$ cat config.mk
export PLATFORM = sky130hd
export DESIGN_NAME = bus_cycle_monitor
export DESIGN_NICKNAME = d
export VERILOG_FILES = /design/src/rtl/busmon_pkg.sv /design/src/rtl/busmon_decode.sv /design/src/rtl/busmon_tracker.sv /design/src/rtl/busmon_capture.sv /design/src/rtl/bus_cycle_monitor.sv
export SDC_FILE = /design/constraint.sdc
export NUM_CORES = 1
export LEC_CHECK = 0
export CAP_MARGIN = 20
export CELL_PAD_IN_SITES_DETAIL_PLACEMENT = 0
export CELL_PAD_IN_SITES_GLOBAL_PLACEMENT = 1
export CORE_UTILIZATION = 34
export CTS_CLUSTER_DIAMETER = 50
export CTS_CLUSTER_SIZE = 20
export DETAILED_ROUTE_END_ITERATION = 10
export GPL_ROUTABILITY_DRIVEN = 1
export PLACE_DENSITY_LB_ADDON = 0.1
export SLEW_MARGIN = 40
export SYNTH_ARGS = -nofsm -noshare
export SYNTH_HDL_FRONTEND = slang
export SYNTH_SLANG_ARGS = --single-unit
$ cat constraint.sdc
create_clock -name clk -period 2.3 [get_ports clk]
set_clock_uncertainty 0.05 [all_clocks]
set_input_delay 0.46 -clock clk [delete_from_list [all_inputs] [get_ports clk]]
set_output_delay 0.46 -clock clk [all_outputs]
set_load 0.05 [all_outputs]
$ cat src/rtl/busmon_pkg.sv
package busmon_pkg;

    localparam int KIND_W  = 3;
    localparam int CLASS_W = 2;

    typedef enum logic [KIND_W-1:0] {
        KIND_NONE    = 3'd0,
        KIND_FETCH   = 3'd1,
        KIND_MEM_RD  = 3'd2,
        KIND_MEM_WR  = 3'd3,
        KIND_INT_ACK = 3'd4,
        KIND_IO_RD   = 3'd5,
        KIND_IO_WR   = 3'd6
    } bus_kind_e;

    typedef enum logic [CLASS_W-1:0] {
        CLS_MEM_RD = 2'd0,
        CLS_MEM_WR = 2'd1,
        CLS_IO_RD  = 2'd2,
        CLS_IO_WR  = 2'd3
    } acc_class_e;

    typedef struct packed {
        logic m1_n;
        logic rd_n;
        logic wr_n;
        logic mreq_n;
        logic iorq_n;
    } strobes_t;

    // Memory request wins over I/O request; inside each group the order
    // of the checks below is the priority.
    function automatic bus_kind_e decode_strobes(strobes_t s);
        bus_kind_e k;
        k = KIND_NONE;
        if (!s.mreq_n) begin
            if (!s.rd_n)      k = s.m1_n ? KIND_MEM_RD : KIND_FETCH;
            else if (!s.wr_n) k = KIND_MEM_WR;
        end else if (!s.iorq_n) begin
            if (!s.m1_n)      k = KIND_INT_ACK;
            else if (!s.rd_n) k = KIND_IO_RD;
            else if (!s.wr_n) k = KIND_IO_WR;
        end
        return k;
    endfunction

    // Fetch folds into memory read, interrupt acknowledge into I/O read.
    function automatic acc_class_e kind_to_class(bus_kind_e k);
        acc_class_e c;
        case (k)
            KIND_MEM_WR:  c = CLS_MEM_WR;
            KIND_INT_ACK: c = CLS_IO_RD;
            KIND_IO_RD:   c = CLS_IO_RD;
            KIND_IO_WR:   c = CLS_IO_WR;
            default:      c = CLS_MEM_RD;
        endcase
        return c;
    endfunction

endpackage

$ cat src/rtl/busmon_decode.sv
module busmon_decode
    import busmon_pkg::*;
(
    input  strobes_t  strb,
    output bus_kind_e kind
);

    always_comb begin
        kind = decode_strobes(strb);
    end

endmodule

$ cat src/rtl/busmon_tracker.sv
module busmon_tracker
    import busmon_pkg::*;
(
    input  logic      clk,
    input  logic      rst,
    input  logic      smp_en,
    input  bus_kind_e cur_kind,
    output bus_kind_e prev_kind,
    output logic      open_c,
    output logic      close_c,
    output logic      clash_c,
    output logic      start_o,
    output logic      end_o,
    output logic      illegal_o
);

    bus_kind_e prev_q;
    logic      changed;
    logic      prev_active;
    logic      cur_active;

    always_comb begin
        prev_active = (prev_q != KIND_NONE);
        cur_active  = (cur_kind != KIND_NONE);
        changed     = smp_en && (cur_kind != prev_q);
        open_c      = changed && !prev_active;
        close_c     = changed && prev_active && !cur_active;
        clash_c     = changed && prev_active && cur_active;
    end

    assign prev_kind = prev_q;

    always_ff @(posedge clk) begin
        if (rst) begin
            prev_q    <= KIND_NONE;
            start_o   <= 1'b0;
            end_o     <= 1'b0;
            illegal_o <= 1'b0;
        end else begin
            if (smp_en) prev_q <= cur_kind;
            start_o   <= open_c;
            end_o     <= close_c;
            illegal_o <= clash_c;
        end
    end

    AST_ONE_MARK: assert property (@(posedge clk) disable iff (rst)
        $onehot0({start_o, end_o, illegal_o}));

    AST_START_ACTIVE: assert property (@(posedge clk) disable iff (rst)
        start_o |-> (prev_q != KIND_NONE));

    AST_QUIET_NO_SAMPLE: assert property (@(posedge clk) disable iff (rst)
        !smp_en |=> !(start_o || end_o || illegal_o));

    AST_HOLD_NO_SAMPLE: assert property (@(posedge clk) disable iff (rst)
        !smp_en |=> $stable(prev_q));

endmodule

$ cat src/rtl/busmon_capture.sv
module busmon_capture
    import busmon_pkg::*;
#(
    parameter int ADDR_W = 16,
    parameter int DATA_W = 8
) (
    input  logic              clk,
    input  logic              rst,
    input  logic              smp_en,
    input  bus_kind_e         cur_kind,
    input  bus_kind_e         prev_kind,
    input  logic              open_c,
    input  logic              close_c,
    input  logic              clash_c,
    input  logic [ADDR_W-1:0] addr_i,
    input  logic [DATA_W-1:0] data_i,
    output logic              ev_valid,
    output bus_kind_e         ev_kind,
    output acc_class_e        ev_class,
    output logic [ADDR_W-1:0] ev_addr,
    output logic [DATA_W-1:0] ev_data
);

    logic              pend_q;
    logic [ADDR_W-1:0] addr_q;
    logic [DATA_W-1:0] data_q;

    always_ff @(posedge clk) begin
        if (rst) begin
            pend_q   <= 1'b0;
            addr_q   <= '0;
            data_q   <= '0;
            ev_valid <= 1'b0;
            ev_kind  <= KIND_NONE;
            ev_class <= CLS_MEM_RD;
            ev_addr  <= '0;
            ev_data  <= '0;
        end else begin
            ev_valid <= 1'b0;
            if (smp_en && (cur_kind != KIND_NONE)) data_q <= data_i;
            if (open_c) begin
                addr_q <= addr_i;
                pend_q <= 1'b1;
            end
            if (clash_c) pend_q <= 1'b0;
            if (close_c) begin
                pend_q <= 1'b0;
                if (pend_q) begin
                    ev_valid <= 1'b1;
                    ev_kind  <= prev_kind;
                    ev_class <= kind_to_class(prev_kind);
                    ev_addr  <= addr_q;
                    ev_data  <= data_q;
                end
            end
        end
    end

    AST_EV_ONE_CLK: assert property (@(posedge clk) disable iff (rst)
        ev_valid |=> !ev_valid);

    AST_EV_KIND_ACTIVE: assert property (@(posedge clk) disable iff (rst)
        ev_valid |-> (ev_kind != KIND_NONE));

    AST_FETCH_AS_READ: assert property (@(posedge clk) disable iff (rst)
        (ev_valid && ev_kind == KIND_FETCH) |-> (ev_class == CLS_MEM_RD));

    AST_IACK_AS_IORD: assert property (@(posedge clk) disable iff (rst)
        (ev_valid && ev_kind == KIND_INT_ACK) |-> (ev_class == CLS_IO_RD));

    AST_DATA_HELD: assert property (@(posedge clk) disable iff (rst)
        !smp_en |=> $stable(data_q));

endmodule

$ cat src/rtl/bus_cycle_monitor.sv
module bus_cycle_monitor
    import busmon_pkg::*;
#(
    parameter int ADDR_W = 16,
    parameter int DATA_W = 8
) (
    input  logic                clk,
    input  logic                rst,
    input  logic                smp_en,
    input  logic                m1_n,
    input  logic                rd_n,
    input  logic                wr_n,
    input  logic                mreq_n,
    input  logic                iorq_n,
    input  logic [DATA_W-1:0]   data_i,
    input  logic [ADDR_W-1:0]   addr_i,
    output logic                cyc_start_o,
    output logic                cyc_end_o,
    output logic                illegal_o,
    output logic                ev_valid_o,
    output logic [KIND_W-1:0]   ev_kind_o,
    output logic [CLASS_W-1:0]  ev_class_o,
    output logic [ADDR_W-1:0]   ev_addr_o,
    output logic [DATA_W-1:0]   ev_data_o
);

    strobes_t   strb;
    bus_kind_e  cur_kind;
    bus_kind_e  prev_kind;
    logic       open_c;
    logic       close_c;
    logic       clash_c;
    bus_kind_e  ev_kind;
    acc_class_e ev_class;

    assign strb = '{m1_n: m1_n, rd_n: rd_n, wr_n: wr_n,
                    mreq_n: mreq_n, iorq_n: iorq_n};

    busmon_decode u_decode (
        .strb (strb),
        .kind (cur_kind)
    );

    busmon_tracker u_tracker (
        .clk       (clk),
        .rst       (rst),
        .smp_en    (smp_en),
        .cur_kind  (cur_kind),
        .prev_kind (prev_kind),
        .open_c    (open_c),
        .close_c   (close_c),
        .clash_c   (clash_c),
        .start_o   (cyc_start_o),
        .end_o     (cyc_end_o),
        .illegal_o (illegal_o)
    );

    busmon_capture #(
        .ADDR_W (ADDR_W),
        .DATA_W (DATA_W)
    ) u_capture (
        .clk       (clk),
        .rst       (rst),
        .smp_en    (smp_en),
        .cur_kind  (cur_kind),
        .prev_kind (prev_kind),
        .open_c    (open_c),
        .close_c   (close_c),
        .clash_c   (clash_c),
        .addr_i    (addr_i),
        .data_i    (data_i),
        .ev_valid  (ev_valid_o),
        .ev_kind   (ev_kind),
        .ev_class  (ev_class),
        .ev_addr   (ev_addr_o),
        .ev_data   (ev_data_o)
    );

    assign ev_kind_o  = ev_kind;
    assign ev_class_o = ev_class;

    AST_EV_WITH_END: assert property (@(posedge clk) disable iff (rst)
        ev_valid_o |-> cyc_end_o);

    AST_ILLEGAL_NO_EV: assert property (@(posedge clk) disable iff (rst)
        illegal_o |-> !ev_valid_o);

    AST_RST_CLEAR: assert property (@(posedge clk) disable iff (rst)
        $past(rst) |-> !(ev_valid_o || cyc_start_o || cyc_end_o || illegal_o));

endmodule

==> flow_metrics.env, run 1 <==
export IMPL_total_power_mw=2.15
export IMPL_utilization_pct=51.2
export IMPL_drt_wirelength_per_cell_um=12.2
export IMPL_tightest_slew_ns=0.521
export IMPL_finalSetupViolCount=0
export IMPL_gp_congestion=0.701
export IMPL_dp_slack_ns=-0.484
export IMPL_cts_max_level=3
export IMPL_cts_buffer_depth=2
export IMPL_drt_first_pass_iters=7
export IMPL_cts_root_buffer="clkbuf_8"
export IMPL_fin_area_um2=3320
export IMPL_rows=29
export IMPL_via_per_inst=4.67
export IMPL_seq_area_frac_synth_pct=52.4
export IMPL_grt_pass1_wl_um=8600
export IMPL_vdd_ir_drop_max_mv=0.345
export IMPL_grt_pass1_vias=1841
export IMPL_path_delay_family="simple AND/OR/NAND/NOR gates"
export IMPL_synthTopCellsByArea="dfxtp_1, nand2_1, mux2i_1"
export IMPL_grt_start_max_net_pins=44
export IMPL_dieArea_um2=7190
export IMPL_clk_pin_slew_ns=0.06
export IMPL_syn_area_um2=2330
export IMPL_ys_warn_count=0
export IMPL_antenna_cells=0
export IMPL_finalHoldViolations=0
export IMPL_violations="design-rule violations"
export IMPL_layout_nets=381
export IMPL_synth_top_area_share_pct=52.4
export IMPL_die_x_um=84.8
export IMPL_arrival_ns=2.34
export IMPL_cts_made_buffers=9
export IMPL_post_route_period_util_pct=94.6
export IMPL_rsz0062_at_grt="no"
export IMPL_status="complete, but fails checks"
export IMPL_slew_headroom_pct=65.2
export IMPL_post_place_cells=413
export IMPL_track_usage_pct=15.4
export IMPL_cp_data_required_time_ns=2.47
export IMPL_cts_tree="yes"
export IMPL_fmax_ghz=0.460
export IMPL_cap_violations=0
export IMPL_start_util_pct=35.9
export IMPL_crit_type="primary input to register"
export IMPL_synth_cells=274
export IMPL_critPathCaptureType="register"
export IMPL_crit_buf_inv=2
export IMPL_finalWirelength_um=5240
export IMPL_period_minus_slack_ns=2.18
export IMPL_maxSlewViolCount=0
export IMPL_drc=2
export IMPL_crit_path_start_kind="primary input"
export IMPL_hold_class="register to register"
export IMPL_synth_cell_types=29
export IMPL_power_density_nw_per_um2=647
export IMPL_numPortBuffers=64
export IMPL_fin_cells=431
export IMPL_setup_ws_ns=0.125
export IMPL_cpPeakStageDelay_ns=0.48
export IMPL_vias=2011
export IMPL_synth_seq_cells=61
export IMPL_setup_tns_ns=0
export IMPL_path_cells="clkdlybuf4s50_1 > or2b_2 > o311ai_1 > a211oi_2 > buf_4 > nand2b_1 > nor4b_1"
export IMPL_grt_antenna_before_repair=0
export IMPL_worst_hold_slack_ns=0.396
export IMPL_dpl_cell_area_um2=3140
export IMPL_die_h_um=84.8
export IMPL_clkSinkCount=61
export IMPL_ant_nets=0
export IMPL_cpMaxStageDelayCell="clkdlybuf4s50_1"
export IMPL_layout_drive_gt1_share_pct=10.7
export IMPL_cp_max_fo=6
export IMPL_synth_top_cell_by_area="dfxtp_1"
export IMPL_grt_overflow=0
export IMPL_io_pin_count=65
export IMPL_clk_latency_ns=0.32
export IMPL_synthToLayoutAreaGrowth_pct=42.6
export IMPL_drt_iter0_markers=60
export IMPL_leakagePower_nw=1.25
export IMPL_rrSetupSlack_ns=0.56
export IMPL_synth_fp_nets=306
export IMPL_dp_hpwl_um=3400
export IMPL_avgSynthCellArea_um2=8.51
export IMPL_core_area_um2=6490
## tightest hold or removal path: cells and delay by family, from the launching register on
| kind | cells | cell delay [ns] |
|---|---|---|
| flops | 1 | 0.31 |
| simple gates | 1 | 0.05 |
| compound gates | 1 | 0.05 |
## power breakdown
part / total [mW] / internal, mW / leakage [nW] / switching (mW)
registers: 1.12 / 1.09 / 0.495 / 0.0236
clock network: 0.775 / 0.383 / 0.0829 / 0.391
logic: 0.257 / 0.136 / 0.668 / 0.121
## logic make-up (layout without fill, tap and decap cells)
group / after synthesis / after routing / synth area share [%]
multiplexers: 25 / 25 / 10.7
AO/OA/AOI/OAI: 43 / 43 / 10.5
buffers and inverters: 18 / 98 / 3.38
XOR/XNOR: 1 / 1 / 0.376
flip-flops: 61 / 61 / 52.4
AND/OR/NAND/NOR: 126 / 126 / 22.6
## placed cells by master, fill, tap and decap left out, drive strengths merged
master         synthesis  routed
a211oi                 3       3
a21oi                 33      33
a31o                   1       1
a32oi                  1       1
and3                   2       2
buf                    5      18
clkbuf                12      11
clkdlybuf4s50          0      63
clkinv                 1       5
clkinvlp               0       1
dfxtp                 61      61
mux2i                 25      25
nand2                 92      92
nand2b                 4       4
nand3                  3       3
nor2                  15      15
nor3                   3       3
nor3b                  1       1
nor4                   1       1
nor4b                  1       1
o21ai                  3       3
o221a                  1       1
o311ai                 1       1
or2                    1       1
or2b                   1       1
or3                    2       2
xor2                   1       1
## flip-flops by register name, summed over array words and instances, names as in the netlist
register and count:
u_capture.ev_data 8, u_tracker.start_o 1, u_capture.ev_addr 16, u_capture.ev_class 2
u_capture.data_q 8, u_tracker.end_o 1, u_capture.addr_q 16, u_capture.ev_kind 3
u_tracker.illegal_o 1, u_capture.ev_valid 1, u_capture.pend_q 1, u_tracker.prev_kind 3
## cells in the mapped netlist (all sizes together)
| cell type | number |
|---|---|
| a211oi | 3 |
| a21oi | 33 |
| a31o | 1 |
| a32oi | 1 |
| and3 | 2 |
| buf | 5 |
| clkbuf | 12 |
| clkinv | 1 |
| dfxtp | 61 |
| mux2i | 25 |
| nand2 | 92 |
| nand2b | 4 |
| nand3 | 3 |
| nor2 | 15 |
| nor3 | 3 |
| nor3b | 1 |
| nor4 | 1 |
| nor4b | 1 |
| o21ai | 3 |
| o221a | 1 |
| o311ai | 1 |
| or2 | 1 |
| or2b | 1 |
| or3 | 2 |
| xor2 | 1 |
## worst paths after layout
check	from	end	depth (start not counted)
min	u_capture.data_q[5]	u_capture.ev_data[5]	2
max reg2reg	u_tracker.prev_kind[0]	u_tracker.illegal_o	6
max	rd_n	u_tracker.illegal_o	7
min reg2reg	u_capture.data_q[5]	u_capture.ev_data[5]	2
## area by class of cell
type / count / area, um2
inverters: 1 / 3.75
well taps: 77 / 96.3
clock buffers: 11 / 131
clock inverters: 5 / 27.5
fillers: 645 / 3170
repair buffers: 81 / 813
flip-flops and latches: 61 / 1220
multi-input cells: 195 / 1030
## layer usage
layer / global-route usage [%] / vias to the layer above / routed length [um]
met4: 5.08 / 0 / 29
met3: 5.90 / 2 / 282
li1: - / 1057 / -
met1: 19.8 / 904 / 2560
met5: 0 / - / 0
met2: 23.8 / 48 / 2370
## what timing repair did
item | CTS | global route
hold buffers | 0 | 0
setup buffers | 1 | 1
pin swaps | 1 | 1
resized for setup | 0 | 1
endpoints found under the setup margin | 16 | 20
Power figures use the tool's default switching activity.
==> inputs of run 2 (changes only) <==
SLEW_MARGIN = not set   (was 40)
==> results of run 2 <==
Same layout as run 1: the final DEF is identical, and so are final timing and power.
==> inputs of run 3 (changes only) <==
SLEW_MARGIN = 25   (was not set)
==> results of run 3 <==
Same layout as run 1: the final DEF is identical, and so are final timing and power.
